<file path="config.mk">
export PLATFORM = sky130hd
export DESIGN_NAME = oc_trip_guard
export DESIGN_NICKNAME = d
export VERILOG_FILES = /design/src/rtl/oc_trip_pkg.sv /design/src/rtl/oc_sync.sv /design/src/rtl/oc_ctrl.sv /design/src/rtl/oc_dpath.sv /design/src/rtl/oc_trip_guard.sv
export SDC_FILE = /design/constraint.sdc
export NUM_CORES = 1
export LEC_CHECK = 0
export CAP_MARGIN = 20
export CORE_UTILIZATION = 57
export DETAILED_ROUTE_END_ITERATION = 10
export PLACE_DENSITY = 0.78
export SETUP_SLACK_MARGIN = 0.4
export SYNTH_ARGS = -nofsm -noshare
export SYNTH_HDL_FRONTEND = slang
export SYNTH_HIERARCHICAL = 1
export SYNTH_SLANG_ARGS = --single-unit
</file>
<file path="constraint.sdc">
create_clock -name clk -period 2.9 [get_ports clk]
set_input_delay 0.58 -clock clk [delete_from_list [all_inputs] [get_ports clk]]
set_output_delay 0.58 -clock clk [all_outputs]
set_load 0.02 [all_outputs]
</file>
<file path="src/rtl/oc_trip_pkg.sv">
package oc_trip_pkg;

  // Strobes issued by the per-channel control to its datapath.
  typedef struct packed {
    logic gateSet;    // gate turns on at this edge
    logic gateClr;    // gate turns (or stays) off at this edge
    logic pulseLoad;  // over-current trip: start a report pulse
  } ctrlStrobe_t;

endpackage

</file>
<file path="src/rtl/oc_sync.sv">
module oc_sync #(
  parameter int WIDTH = 1
) (
  input  logic             clk,
  input  logic             rst,
  input  logic [WIDTH-1:0] asyncIn,
  output logic [WIDTH-1:0] syncOut
);

  logic [WIDTH-1:0] stageA;
  logic [WIDTH-1:0] stageB;

  always_ff @(posedge clk) begin
    if (rst) begin
      stageA <= '0;
      stageB <= '0;
    end else begin
      stageA <= asyncIn;
      stageB <= stageA;
    end
  end

  assign syncOut = stageB;

endmodule

</file>
<file path="src/rtl/oc_ctrl.sv">
module oc_ctrl
  import oc_trip_pkg::*;
(
  input  logic        clk,
  input  logic        rst,
  input  logic        pwmCmd,
  input  logic        ocSync,
  input  logic        faultSync,
  input  logic        blankDone,
  output logic        gateQ,
  output ctrlStrobe_t strobe
);

  logic pwmPrev;
  logic cmdRise;
  logic tripNow;

  // pwmPrev resets high: a command already high at reset release is not a new period.
  always_ff @(posedge clk) begin
    if (rst) pwmPrev <= 1'b1;
    else     pwmPrev <= pwmCmd;
  end

  assign cmdRise = pwmCmd & ~pwmPrev;
  assign tripNow = gateQ & blankDone & ocSync;

  always_comb begin
    strobe           = '0;
    strobe.gateSet   = cmdRise & ~faultSync;
    strobe.gateClr   = ~pwmCmd
                     | (cmdRise & faultSync)
                     | (~cmdRise & (faultSync | tripNow));
    strobe.pulseLoad = tripNow;
  end

  always_ff @(posedge clk) begin
    if (rst)                 gateQ <= 1'b0;
    else if (strobe.gateClr) gateQ <= 1'b0;
    else if (strobe.gateSet) gateQ <= 1'b1;
  end

endmodule

</file>
<file path="src/rtl/oc_dpath.sv">
module oc_dpath
  import oc_trip_pkg::*;
#(
  parameter int BLANK_CYCLES = 350,
  parameter int PULSE_CYCLES = 20
) (
  input  logic        clk,
  input  logic        rst,
  input  logic        gateQ,
  input  ctrlStrobe_t strobe,
  output logic        blankDone,
  output logic        senseGnd,
  output logic        faultPulse
);

  localparam int BLANK_W = $clog2(BLANK_CYCLES + 1);
  localparam int PULSE_W = $clog2(PULSE_CYCLES + 1);
  localparam logic [BLANK_W-1:0] BLANK_END = BLANK_W'(BLANK_CYCLES);
  localparam logic [PULSE_W-1:0] PULSE_LEN = PULSE_W'(PULSE_CYCLES);

  logic [BLANK_W-1:0] blankCnt;
  logic [PULSE_W-1:0] pulseCnt;

  // Counts on-cycles since turn-on, saturating at the end of blanking.
  always_ff @(posedge clk) begin
    if (rst || strobe.gateSet || strobe.gateClr) blankCnt <= '0;
    else if (gateQ && blankCnt != BLANK_END)     blankCnt <= blankCnt + 1'b1;
  end

  always_ff @(posedge clk) begin
    if (rst)                   pulseCnt <= '0;
    else if (strobe.pulseLoad) pulseCnt <= PULSE_LEN;
    else if (pulseCnt != '0)   pulseCnt <= pulseCnt - 1'b1;
  end

  assign blankDone  = gateQ && (blankCnt == BLANK_END);
  assign senseGnd   = ~blankDone;
  assign faultPulse = (pulseCnt != '0);

endmodule

</file>
<file path="src/rtl/oc_trip_guard.sv">
module oc_trip_guard
  import oc_trip_pkg::*;
#(
  parameter int NUM_CH       = 2,
  parameter int BLANK_CYCLES = 350,
  parameter int PULSE_CYCLES = 20
) (
  input  logic              clk,
  input  logic              rst,
  input  logic [NUM_CH-1:0] pwmCmd,
  input  logic [NUM_CH-1:0] ocRaw,
  input  logic [NUM_CH-1:0] secFault,
  input  logic              priFault,
  output logic [NUM_CH-1:0] gateEn,
  output logic [NUM_CH-1:0] senseGnd,
  output logic [NUM_CH-1:0] faultPulse
);

  localparam int SYNC_W = 2 * NUM_CH + 1;

  logic [SYNC_W-1:0] syncIn;
  logic [SYNC_W-1:0] syncOut;
  logic [NUM_CH-1:0] ocSync;
  logic [NUM_CH-1:0] secSync;
  logic              priSync;

  assign syncIn = {priFault, secFault, ocRaw};

  oc_sync #(.WIDTH(SYNC_W)) u_sync (
    .clk    (clk),
    .rst    (rst),
    .asyncIn(syncIn),
    .syncOut(syncOut)
  );

  assign ocSync  = syncOut[NUM_CH-1:0];
  assign secSync = syncOut[2*NUM_CH-1:NUM_CH];
  assign priSync = syncOut[SYNC_W-1];

  for (genvar ch = 0; ch < NUM_CH; ch++) begin : g_ch
    ctrlStrobe_t strobe;
    logic        gateQ;
    logic        blankDone;

    oc_ctrl u_ctrl (
      .clk      (clk),
      .rst      (rst),
      .pwmCmd   (pwmCmd[ch]),
      .ocSync   (ocSync[ch]),
      .faultSync(secSync[ch] | priSync),
      .blankDone(blankDone),
      .gateQ    (gateQ),
      .strobe   (strobe)
    );

    oc_dpath #(
      .BLANK_CYCLES(BLANK_CYCLES),
      .PULSE_CYCLES(PULSE_CYCLES)
    ) u_dpath (
      .clk       (clk),
      .rst       (rst),
      .gateQ     (gateQ),
      .strobe    (strobe),
      .blankDone (blankDone),
      .senseGnd  (senseGnd[ch]),
      .faultPulse(faultPulse[ch])
    );

    assign gateEn[ch] = gateQ;
  end

endmodule

</file>
# Word level (Yosys, flattened, before mapping)
# Cells that the tools add are included.
op_classes:
  n_reduce_logical: 16
  n_mux: 4
  add_sub_neg: 4
  bitwise_logic: 30
  n_eq_ne: 4
ops:
  columns: ["op", "count"]
  rows:
  - ["2-to-1 mux 5 bit", 4]
  - ["adder 9 x 1 -> 9 bit (second input constant)", 2]
  - ["equality test 9 bit (second input constant)", 2]
  - ["!= test 9 bit (second input constant)", 2]
  - ["bitwise AND 1 bit", 12]
  - ["inverter 1 bit", 10]
  - ["nonzero test 5 bit", 2]
  - ["subtractor 5 x 1 -> 5 bit (second input constant)", 2]
  - ["OR 1 bit", 8]
  - ["OR reduction 2 bit", 4]
  - ["logical AND 1 bit", 4]
  - ["logical OR 1 bit", 4]
  - ["nonzero test 2 bit", 2]
word_totals:
  ff_bits: 42
  output_inout_bits: 6
  elab_cells: 70

# Longest topological paths before layout
# Gate-level depths: netlist of run 1.
depth:
  depth_word: 8
  depth_mapped: 10
  depth_no_buf: 10

# Modules after synthesis
# Netlist of run 1, hierarchy kept.
modules_own_cells:
  columns: ["module", "instances", "cells_each", "area_each_um2"]
  rows:
  - ["oc_dpath", 2, 82, 726.9]
  - ["oc_sync", 1, 20, 262.8]
  - ["oc_ctrl", 2, 10, 101.3]
  - ["oc_trip_guard", 1, 4, 27.5]

# Worst setup path after synthesis of run 1
# Ideal clock, no wire load.
synth_path:
  path_kind: "register to register"
  startpoint: "register g_ch[0].u_dpath.blankCnt[0]"
  endpoint: "register g_ch[0].u_dpath.blankCnt[2]"
  slack_ps: 708
  n_path_buf: 1
  stages_incl_launch_ff: 11
  period_less_slack_ps: 2192
  t_arrival_ps: 2114
  cell_sequence: "dfxtp_1 -> inv_1 -> ha_1 -> and4_1 -> nand3_1 -> inv_1 -> and3_2 -> a21o_1 -> or3_1 -> clkbuf_1 -> nor3_1"
synth_lines:
  columns: ["element", "line", "text"]
  rows:
  - ["from (decl)", "oc_dpath.sv:21", "logic [BLANK_W-1:0] blankCnt;"]
  - ["from (signal assigned)", "oc_dpath.sv:27", "else if (gateQ && blankCnt != BLANK_END) blankCnt <= blankCnt + 1'b1;"]

# Final worst setup path of run 1
layout_path:
  startpoint: "register g_ch[1].u_dpath.pulseCnt[0]"
  endpoint: "output faultPulse[1]"
layout_between:
  elab_chain_cells: 1
layout_lines:
  columns: ["element", "line", "text"]
  rows:
  - ["from (decl)", "oc_dpath.sv:22", "logic [PULSE_W-1:0] pulseCnt;"]
  - ["from (signal assigned)", "oc_dpath.sv:33", "else if (pulseCnt != '0) pulseCnt <= pulseCnt - 1'b1;"]
  - ["nonzero test 5 bit", "oc_dpath.sv:38", "assign faultPulse = (pulseCnt != '0);"]
  - ["to (decl)", "oc_trip_guard.sv:16", "output logic [NUM_CH-1:0] faultPulse"]
# Every way passes these cells.

==> results of run 1 <==
## power breakdown
part	total, W	leakage [nW]	switching [W]	internal [W]
registers	0.000687	0.343	0.0000530	0.000634
logic	0.000405	0.446	0.000197	0.000208
clock network	0.000372	0.0385	0.000190	0.000182
## cells in the final DEF (no fill, tap or decap), drive strengths merged, types with 4 or more instances in the layout
cell type,n
a21oi,20
a21bo,4
nor3,8
or3,4
nand3,4
o31ai,4
a211oi,10
ha,6
or2,4
nand2,14
nand4,4
or4,4
and3,4
nor2,8
o21ai,4
clkbuf,7
nor2b,10
clkdlybuf4s50,10
dfxtp,42
inv,16
buf,4
## layer usage
layer	vias to the layer above	part of all wire [%]	global-route usage [%]
met1	719	43	25.63
li1	771	-	-
met3	8	3.8	5.544
met5	-	0	0
met4	0	1.9	12.66
met2	30	52	38.46
## through the flow
stage / power (W) / utilization [%] / cell area, sq um / hold WS [ns]
2_1_floorplan: 0.001045 / - / 1947 / 0.4138
3_3_place_gp: 0.001088 / 66.75 / 2105 / 0.4185
3_5_place_dp: 0.001118 / 66.75 / 2105 / 0.4247
4_1_cts: 0.001476 / 69.09 / 2178 / 0.4550
5_1_grt: 0.001549 / 69.17 / 2181 / 0.4666
6_report: 0.001464 / 69.17 / 2181 / 0.4488
## cells by family (layout without fill, tap and decap cells)
kind of cell	Yosys count	after routing	synth area share, %
compound gates	50	50	18.51
buf+inv	26	42	6.555
mux	2	2	1.028
flops	42	42	43.19
fa+ha+maj	6	6	3.856
xor+xnor	4	4	1.800
simple gates	78	78	25.06
## area by class of cell
cell class	count	area (sq um)
flip-flops and latches	42	840.8
clock buffers	6	41.29
fillers	260	972.2
inverters	16	60.06
well taps	44	55.05
clock inverters	2	37.54
multi-input cells	140	983.4
repair buffers	18	162.7
## worst max path at each step
stage	to	slack, ns	cells past startpoint
2_1_floorplan	g_ch[0].u_dpath/blankCnt[2]	0.71	10
3_3_place_gp	faultPulse[1]	0.69	4
3_5_place_dp	g_ch[0].u_dpath/blankCnt[2]	0.58	9
4_1_cts	faultPulse[1]	0.45	4
5_1_grt	senseGnd[0]	0.41	5
6_report	faultPulse[1]	0.50	4
## what timing repair did
item | in CTS | in global routing
setup buffers | 0 | 0
setup endpoints to repair | 4 | 6
resized for setup | 4 | 4
hold endpoints to repair | 0 | 0
hold buffers | 0 | 0
## registers in the layout, indices dropped and copies added, names as in the netlist
register / cells
u_sync/stageA: 5
g_ch.u_ctrl/gateQ: 2
g_ch.u_dpath/pulseCnt: 10
g_ch.u_ctrl/pwmPrev: 2
g_ch.u_dpath/blankCnt: 18
u_sync/syncOut: 5
==> metrics.txt, run 1 <==
Unique masters post-synth=38; Congestion Overflow GR=0; cell count after synthesis=208; post-synthesis average cell area=9.360 sq um; source-to-sink clock delay at the later pin of the worst-skew pair=approximately 0.36 ns; hold path endpoint=u_sync/syncOut[3]; type of element launching the critical path=flop; Final period util=between 80 and 90%; number of nets with antenna violations after detailed routing=0; Total Nets Final=~240; top cells by count, synth=dfxtp_1, a21oi_1, inv_1; Avg Vias per Cell=about 5.7; Vert. Die Dim=~60 um; cell at the slowest stage of the critical path=or4b_4; deepest level of the CTS H-tree=2; routed wire length=approximately 3600 um; Reg2Reg Setup Slack=slightly below 0.6 ns; filler-free cell count of the finished design=about 270; worst r2r path cells=9; worst endpoint required time=between 2 and 2.5 ns; max_cap viols=0; TritonCTS clock tree=yes; Worst Hold Path Cells=1; Leak=around 0.83 nW; maximum fanout along the worst path=6; final number of hold-violating endpoints=0; post-synthesis net count=between 200 and 250; CTS max path bufs=2; clock input transition at the sequential cells of the worst setup and hold paths=~0.12 ns; minimum period implied by the final worst setup slack=around 2.4 ns; Syn Std Cell Area=between 0.0015 and 0.002 sq mm; largest net degree at the start of global routing=16; DRC Markers=0; combined global-route utilization of all metal layers=22.48%; EDFF count, synth=0; top cell type's share of synthesized area=a little over two fifths; area inside the core boundary=about 0.0032 sq mm; Fmax=416.8 MHz; leading area contributor after synthesis=dfxtp_1; initial cell density of the core=61.75%; Top Ports=15; initial antenna violation count=0; vias in the first global route=1,493; first-pass GRT wire length=~6000 um; layout cells sized above 1=between 10 and 15%; first-pass detailed-route iteration total=4; # clock sinks=between 40 and 50; Seq/Total Area, Yosys=between 40% and 50%; worst setup path class=flop to output pin; transition at the pin with the smallest max-transition slack=0.3733 ns; setup TNS=0 ns; Yosys reg bits=42; proportion of register bits with asynchronous set or reset after synthesis=0%; startpoint of the worst hold path=u_sync/stageA[3]; arrival time worst endpoint=roughly 1.8 ns; Synth area leaders=dfxtp_1, a21oi_1, ha_1, nor2b_1, a211oi_1; Setup crit end kind=output pin; status=finished, final reports clean; via count=between 1.5k and 2k; power density normalized to cell area=about 670 mW/mm^2; count of warnings emitted by yosys=6; clock tree root buffer cell=clkbuf_4; Critical R2R Launch=g_ch[1].u_dpath/blankCnt[0]; worst flop-to-flop path endpoint=g_ch[1].u_dpath/blankCnt[1]; Inserted Clock Buffers=5; worst min path class=flop to flop; Crit path buffers/inverters=2; setup repair after global routing missed its margin=no; Final Wtd Congestion=roughly 0.8; Port Buffers=14; chip width=~60 um; worst rel slew slack=around three quarters; ordered cell list for the critical path=inv_1 > ha_1 > or4b_4 > clkdlybuf4s15_1; Final HPWL DP=around 2600 um; beginning of the critical path=g_ch[1].u_dpath/pulseCnt[0]; routed length per instance=roughly 13 um; pre-CTS WS=about 0.58 ns; cell family with most CP delay=simple AND/OR/NAND/NOR gates; maximum single-stage delay on the critical path=roughly 0.53 ns; peak supply drop=between 0.5 and 0.6 mV; number of DRC markers in iteration 0=80; synthesis-to-finish area growth=12.02%; placement row count=20; placed instance count=260; Clock Skew=0.009937 ns; antenna diode count=0; Pins Over Slew Limit=0; post-layout worst setup margin=roughly 0.50 ns; ys flop type=dfxtp_1; most repeated cell in the gate-level netlist after synthesis=dfxtp_1; Setup Viol. Count Final=0; area enclosed by the die boundary=around 0.0037 sq mm
(Power assumes the default switching activity.)
==> inputs of run 2 (changes only) <==
--- a/config.mk
+++ b/config.mk
@@ -6,9 +6,9 @@
 export NUM_CORES = 1
 export LEC_CHECK = 0
 export CAP_MARGIN = 20
-export CORE_UTILIZATION = 57
+export CORE_UTILIZATION = 51
 export DETAILED_ROUTE_END_ITERATION = 10
-export PLACE_DENSITY = 0.78
+export PLACE_DENSITY = 0.74
 export SETUP_SLACK_MARGIN = 0.4
 export SYNTH_ARGS = -nofsm -noshare
 export SYNTH_HDL_FRONTEND = slang
==> constraint.sdc (replaced) <==
create_clock -name clk -period 2 [get_ports clk]
set_input_delay 0.4 -clock clk [delete_from_list [all_inputs] [get_ports clk]]
set_output_delay 0.4 -clock clk [all_outputs]
set_load 0.02 [all_outputs]
==> metrics.txt, run 2 (same netlist as run 1, synthesis figures left out) <==
worst setup path class=flop to flop (was flop to output pin); most common library cell in the layout ignoring fill and taps=buf_4 (was dfxtp_1); flip-flop count of the largest register, all copies and words added=18 (unchanged); Leak=1.096 nW (was 0.8277 nW); minimum period implied by the final worst setup slack=between 1.5 and 2 ns; Regs by FF count=g_ch.u_dpath/blankCnt x18, g_ch.u_dpath/pulseCnt x10 (unchanged); Final HPWL DP=2746 um (was 2629 um); area of all placed cells without fillers=0.002834 sq mm (was 0.002181 sq mm); Vert. Die Dim=63.79 um (was 60.44 um); initial antenna violation count=0 (unchanged); layout cells sized above 1=50.57% (was 14.73%); clock input transition at the sequential cells of the worst setup and hold paths=0.09 ns (was 0.12 ns); Congestion Overflow GR=0 (unchanged); via count=1,784 (was 1,528); Clock Skew=0.008027 ns (was 0.009937 ns); final number of hold-violating endpoints=0 (unchanged); first-pass detailed-route iteration total=4 (unchanged); Port Buffers=14 (unchanged); initial cell density of the core=53.18% (was 61.75%); Flop pwr share=37.2% (was 47.0%); peak supply drop=0.9525 mV (was 0.5627 mV); worst min path class=flop to flop (unchanged); setup repair after global routing missed its margin=yes (was no); antenna diode count=0 (unchanged); area enclosed by the die boundary=0.004069 sq mm (was 0.003653 sq mm); transition at the pin with the smallest max-transition slack=0.3842 ns (was 0.3733 ns); TritonCTS clock tree=yes (unchanged); Setup Viol. Count Final=0 (unchanged); source-to-sink clock delay at the later pin of the worst-skew pair=0.31 ns (was 0.36 ns); top library cells by usage in the layout, fill and taps aside=buf_4, dfxtp_1, dfxtp_2 (was dfxtp_1, a21oi_1, inv_1); largest register by flop count=g_ch.u_dpath/blankCnt (unchanged); DRC Markers=0 (unchanged); placement row count=22 (was 20); Setup crit end kind=flop (was output pin); deepest level of the CTS H-tree=2 (unchanged); area inside the core boundary=0.003661 sq mm (was 0.003153 sq mm); number of DRC markers in iteration 0=99 (was 80); startpoint of the worst hold path=u_sync/stageA[4] (was u_sync/stageA[3]); Avg Vias per Cell=5.700 (was 5.701); power density normalized to cell area=956.1 mW/mm^2 (was 671.2 mW/mm^2); arrival time worst endpoint=2.13 ns (was 1.82 ns); combinational power share=40.5% (was 27.7%); routed wire length=5062 um (was 3561 um); synthesis-to-finish area growth=45.57% (was 12.02%); Final period util=between 90% and 100%; largest net degree at the start of global routing=17 (was 16); Pins Over Slew Limit=0 (unchanged); first-pass GRT wire length=7914 um (was 6037 um); vias in the first global route=1,783 (was 1,493); Placed Instance Area=0.002262 sq mm (was 0.002105 sq mm); Fmax=approximately 530 MHz; setup TNS=0 ns (unchanged); Final Wtd Congestion=0.8044 (was 0.7881); status=finished, final reports clean (unchanged); number of hold buffers added after CTS=0 (unchanged); number of nets with antenna violations after detailed routing=0 (unchanged); Inserted Clock Buffers=5 (unchanged); worst rel slew slack=74.17% (was 75.08%); worst endpoint required time=2.23 ns (was 2.32 ns); maximum fanout along the worst path=8 (was 6); internal portion of total power=0.001817 W (was 0.001024 W); Top Ports=15 (unchanged); # clock sinks=42 (unchanged); Total Nets Final=279 (was 238); clock group share of total power=22.3% (was 25.4%); routed length per instance=16.17 um (was 13.29 um); type of element launching the critical path=flop (unchanged); Critical R2R Launch=g_ch[0].u_dpath/blankCnt[0] (was g_ch[1].u_dpath/blankCnt[0]); combined global-route utilization of all metal layers=25.04% (was 22.48%); clock tree root buffer cell=clkbuf_8 (was clkbuf_4); switching power summed over all nets=0.0008921 W (was 0.0004394 W); max_cap viols=0 (unchanged); chip width=63.79 um (was 60.44 um); Sw Share=32.93% (was 30.02%); beginning of the critical path=g_ch[0].u_dpath/blankCnt[0] (was g_ch[1].u_dpath/pulseCnt[0]); CTS max path bufs=2 (unchanged)
-- run 2: cell count changes in the layout (fill, tap and decap cells not counted), sizes merged --
cell           before  now
bufinv              1    0
clkinvlp            1    0
clkinv              0    1
clkdlybuf4s50      10    8
clkdlybuf4s15       1    0
clkbuf              7    5
inv                16   18
buf                 4   49
-- run 2: power groups by stage --
stage	combinational (W)	clock (W)	sequential, W
6_report	0.00110	0.000604	0.00101
5_1_grt	0.00116	0.000637	0.00101
3_5_place_dp	0.000688	0	0.00100
2_1_floorplan	0.000531	0	0.000992
3_3_place_gp	0.000651	0	0.000994
4_1_cts	0.000910	0.000605	0.000991
-- run 2: final timing paths --
| check | endpoint | slack [ns] | depth (start not counted) |
|---|---|---|---|
| worst max-delay path | g_ch[0].u_dpath/blankCnt[3] | 0.10 | 9 |
| worst min-delay path | u_sync/syncOut[4] | 0.46 | 1 |
| worst max register to register | g_ch[0].u_dpath/blankCnt[3] | 0.10 | 9 |
| worst min register to register | u_sync/syncOut[4] | 0.46 | 1 |
-- run 2: routing by layer --
layer	wire [um]	vias to the layer above	global-route usage (%)
met3	163	15	4.643
li1	-	854	-
met2	2736	41	44.15
met4	138	0	12.78
met5	0	-	0
met1	2023	874	28.60
-- run 2: final cells by class --
| class | count | area [sq um] |
|---|---|---|
| clock buffers | 5 | 68.82 |
| clock inverters | 3 | 28.78 |
| fillers | 215 | 827.0 |
| inverters | 16 | 60.06 |
| multi-input cells | 140 | 1232 |
| flip-flops and latches | 42 | 864.6 |
| well taps | 48 | 60.06 |
| repair buffers | 59 | 519.2 |
-- run 2: worst max-delay path, stage by stage, from the launching register on --
cell      delay (ns)
dfxtp_2         0.35
inv_2           0.05
ha_4            0.15
and4_4          0.15
nand3_4         0.08
inv_2           0.05
and3_4          0.16
a21o_1          0.17
or3_4           0.45
a211oi_2        0.20
-- run 2: what timing repair did --
action                     in CTS  in global routing
setup endpoints to repair      29                 32
pin swaps                       5                  8
buffers inserted               22                 10
resized for setup              72                 10
-- run 2: stage by stage --
stage               total power (W)  worst slack (ns)  util, %  cells  hold slack (ns)
global route               0.002810           0.04898    77.41    313           0.4729
CTS                        0.002506            0.1543    73.92    303           0.4597
finish                     0.002709            0.1001    77.41    313           0.4598
detailed placement         0.001691           0.01254    61.79    273           0.4379
global placement           0.001645           0.05321    61.79    273           0.4193
floorplan                  0.001524            0.1316        -    208           0.4138
==> inputs of run 3 (changes only) <==
--- a/config.mk
+++ b/config.mk
@@ -9,6 +9,7 @@
 export CORE_UTILIZATION = 51
 export DETAILED_ROUTE_END_ITERATION = 10
 export PLACE_DENSITY = 0.74
+export REMOVE_ABC_BUFFERS = 1
 export SETUP_SLACK_MARGIN = 0.4
 export SYNTH_ARGS = -nofsm -noshare
 export SYNTH_HDL_FRONTEND = slang
==> metrics.txt, run 3 (same netlist as run 1, synthesis figures left out) <==
Sequential Area=859.6 sq um (was 864.6 sq um); Final Power=0.002529 W (was 0.002709 W); Top Ports=15 (unchanged); Leak=1.102 nW (was 1.096 nW); arrival time worst endpoint=2.10 ns (was 2.13 ns); worst rel slew slack=75.56% (was 74.17%); Final period util=93.77% (was 94.99%); routed length per instance=15.42 um (was 16.17 um); number of hold buffers added after CTS=0 (unchanged); worst endpoint required time=2.22 ns (was 2.23 ns); ordered cell list for the critical path=inv_2 > ha_4 > and4_4 > nand3_4 > inv_2 > and3_4 > a21o_1 > or3_4 > a211oi_2 (unchanged); synthesis-to-finish area growth=44.47% (was 45.57%); area enclosed by the die boundary=0.004069 sq mm (unchanged); pre-CTS WS=-0.08329 ns (was 0.01254 ns); antenna diode count=0 (unchanged); # clock sinks=42 (unchanged); Setup crit end kind=flop (unchanged); maximum single-stage delay on the critical path=0.42 ns (was 0.45 ns); Avg Vias per Cell=5.528 (was 5.700); TritonCTS clock tree=yes (unchanged); post-layout worst setup margin=0.1246 ns (was 0.1001 ns); source-to-sink clock delay at the later pin of the worst-skew pair=0.30 ns (was 0.31 ns); placement row count=22 (unchanged); Pins Over Slew Limit=0 (unchanged); first-pass GRT wire length=7286 um (was 7914 um); combinational power share=37.7% (was 40.5%); max_cap viols=0 (unchanged); Sw Share=30.88% (was 32.93%); area inside the core boundary=0.003661 sq mm (unchanged); first-pass detailed-route iteration total=4 (unchanged); clock group share of total power=22.7% (was 22.3%); Setup Viol. Count Final=0 (unchanged); clock input transition at the sequential cells of the worst setup and hold paths=0.09 ns (about the same); transition at the pin with the smallest max-transition slack=0.3641 ns (was 0.3842 ns); area of combinational cells with multiple inputs=0.001212 sq mm (was 0.001232 sq mm); Inserted Clock Buffers=5 (unchanged); Crit path buffers/inverters=2 (unchanged); layout cells sized above 1=49.25% (was 50.57%); Regs by FF count=g_ch.u_dpath/blankCnt x18, g_ch.u_dpath/pulseCnt x10 (unchanged); Vert. Die Dim=63.79 um (unchanged); combined global-route utilization of all metal layers=22.97% (was 25.04%); largest register by flop count=g_ch.u_dpath/blankCnt (unchanged); worst min path class=flop to flop (unchanged); worst slack on hold paths=0.4426 ns (was 0.4598 ns); switching power summed over all nets=0.0007812 W (was 0.0008921 W); top library cells by usage in the layout, fill and taps aside=buf_4, dfxtp_1, dfxtp_2 (unchanged); deepest level of the CTS H-tree=2 (unchanged); vias in the first global route=1,682 (was 1,783); number of DRC markers in iteration 0=71 (was 99); chip width=63.79 um (unchanged); Total Nets Final=282 (was 279); Final HPWL DP=2431 um (was 2746 um); count of filler cells inserted in the layout=216 (was 215); worst setup path class=flop to flop (unchanged); Fmax=533.2 MHz (was 526.4 MHz); maximum fanout along the worst path=8 (unchanged); flip-flop count of the largest register, all copies and words added=18 (unchanged); CTS max path bufs=2 (unchanged); routed wire length=4873 um (was 5062 um); Port Buffers=14 (unchanged); clock tree root buffer cell=clkbuf_8 (unchanged); DRC Markers=0 (unchanged); minimum period implied by the final worst setup slack=1.875 ns (was 1.900 ns); Final Wtd Congestion=0.8673 (was 0.8044); initial cell density of the core=53.18% (unchanged); setup TNS=0 ns (unchanged); utilization after layout=76.83% (was 77.41%); power density normalized to cell area=899.3 mW/mm^2 (was 956.1 mW/mm^2); Congestion Overflow GR=0 (unchanged); internal portion of total power=0.001748 W (was 0.001817 W); critical path's most frequent cell=inv_2 (unchanged); final number of hold-violating endpoints=0 (unchanged); Clock Skew=0.01085 ns (was 0.008027 ns); Flop pwr share=39.6% (was 37.2%); setup repair after global routing missed its margin=yes (unchanged); number of nets with antenna violations after detailed routing=0 (unchanged); peak supply drop=0.8267 mV (was 0.9525 mV); most common library cell in the layout ignoring fill and taps=buf_4 (unchanged); cell at the slowest stage of the critical path=or3_4 (unchanged); status=finished, final reports clean (unchanged); largest net degree at the start of global routing=15 (was 17); initial antenna violation count=0 (unchanged); cell family with most CP delay=simple AND/OR/NAND/NOR gates (unchanged); via count=1,747 (was 1,784); type of element launching the critical path=flop (unchanged)
==> run 3: final cells by class <==
| cell class | count | share of cell area [%] |
|---|---|---|
| clock buffer | 7 | 3.069 |
| clock inverter | 1 | 0.1779 |
| inverter | 16 | 2.135 |
| multi-input combinational | 140 | 43.10 |
| sequential | 42 | 30.56 |
| tap | 48 | 2.135 |
| timing repair buffer | 62 | 18.82 |
==> run 3: repair_timing <==
action	in CTS	in global routing
setup buffers	12	12
pin swaps	16	15
resized for setup	65	34
setup endpoints to repair	30	29
endpoints found under the hold margin	0	0
==> run 3: per-layer routing <==
metal	track usage, %	vias up	part of all wire, %
met3	6.429	14	3.6
li1	-	856	-
met4	5.966	0	2.2
met5	0	-	0
met1	27.44	834	41
met2	40.16	43	53
==> run 3: worst paths after layout <==
kind / cells after the start / slack [ns] / startpoint / endpoint
hold reg to reg: 1 / 0.44 / u_sync/stageA[0] / u_sync/syncOut[0]
setup / recovery: 9 / 0.12 / g_ch[0].u_dpath/blankCnt[0] / g_ch[0].u_dpath/blankCnt[4]
hold / removal: 1 / 0.44 / u_sync/stageA[0] / u_sync/syncOut[0]
setup reg to reg: 9 / 0.12 / g_ch[0].u_dpath/blankCnt[0] / g_ch[0].u_dpath/blankCnt[4]
==> run 3: power by group through the flow <==
| stage | Combinational, W | Clock (W) | Sequential, W |
|---|---|---|---|
| floorplan | 0.000453 | 0 | 0.000993 |
| global placement | 0.000660 | 0 | 0.00100 |
| detailed placement | 0.000671 | 0 | 0.00101 |
| CTS | 0.000738 | 0.000573 | 0.000989 |
| global route | 0.00102 | 0.000619 | 0.00101 |
| finish | 0.000954 | 0.000574 | 0.00100 |
==> run 3: through the flow <==
stage / area [sq um] / instances
3_5_place_dp: 2260 / 284
4_1_cts: 2585 / 304
2_1_floorplan: 1879 / 198
5_1_grt: 2813 / 316
3_3_place_gp: 2260 / 284
6_report: 2813 / 316
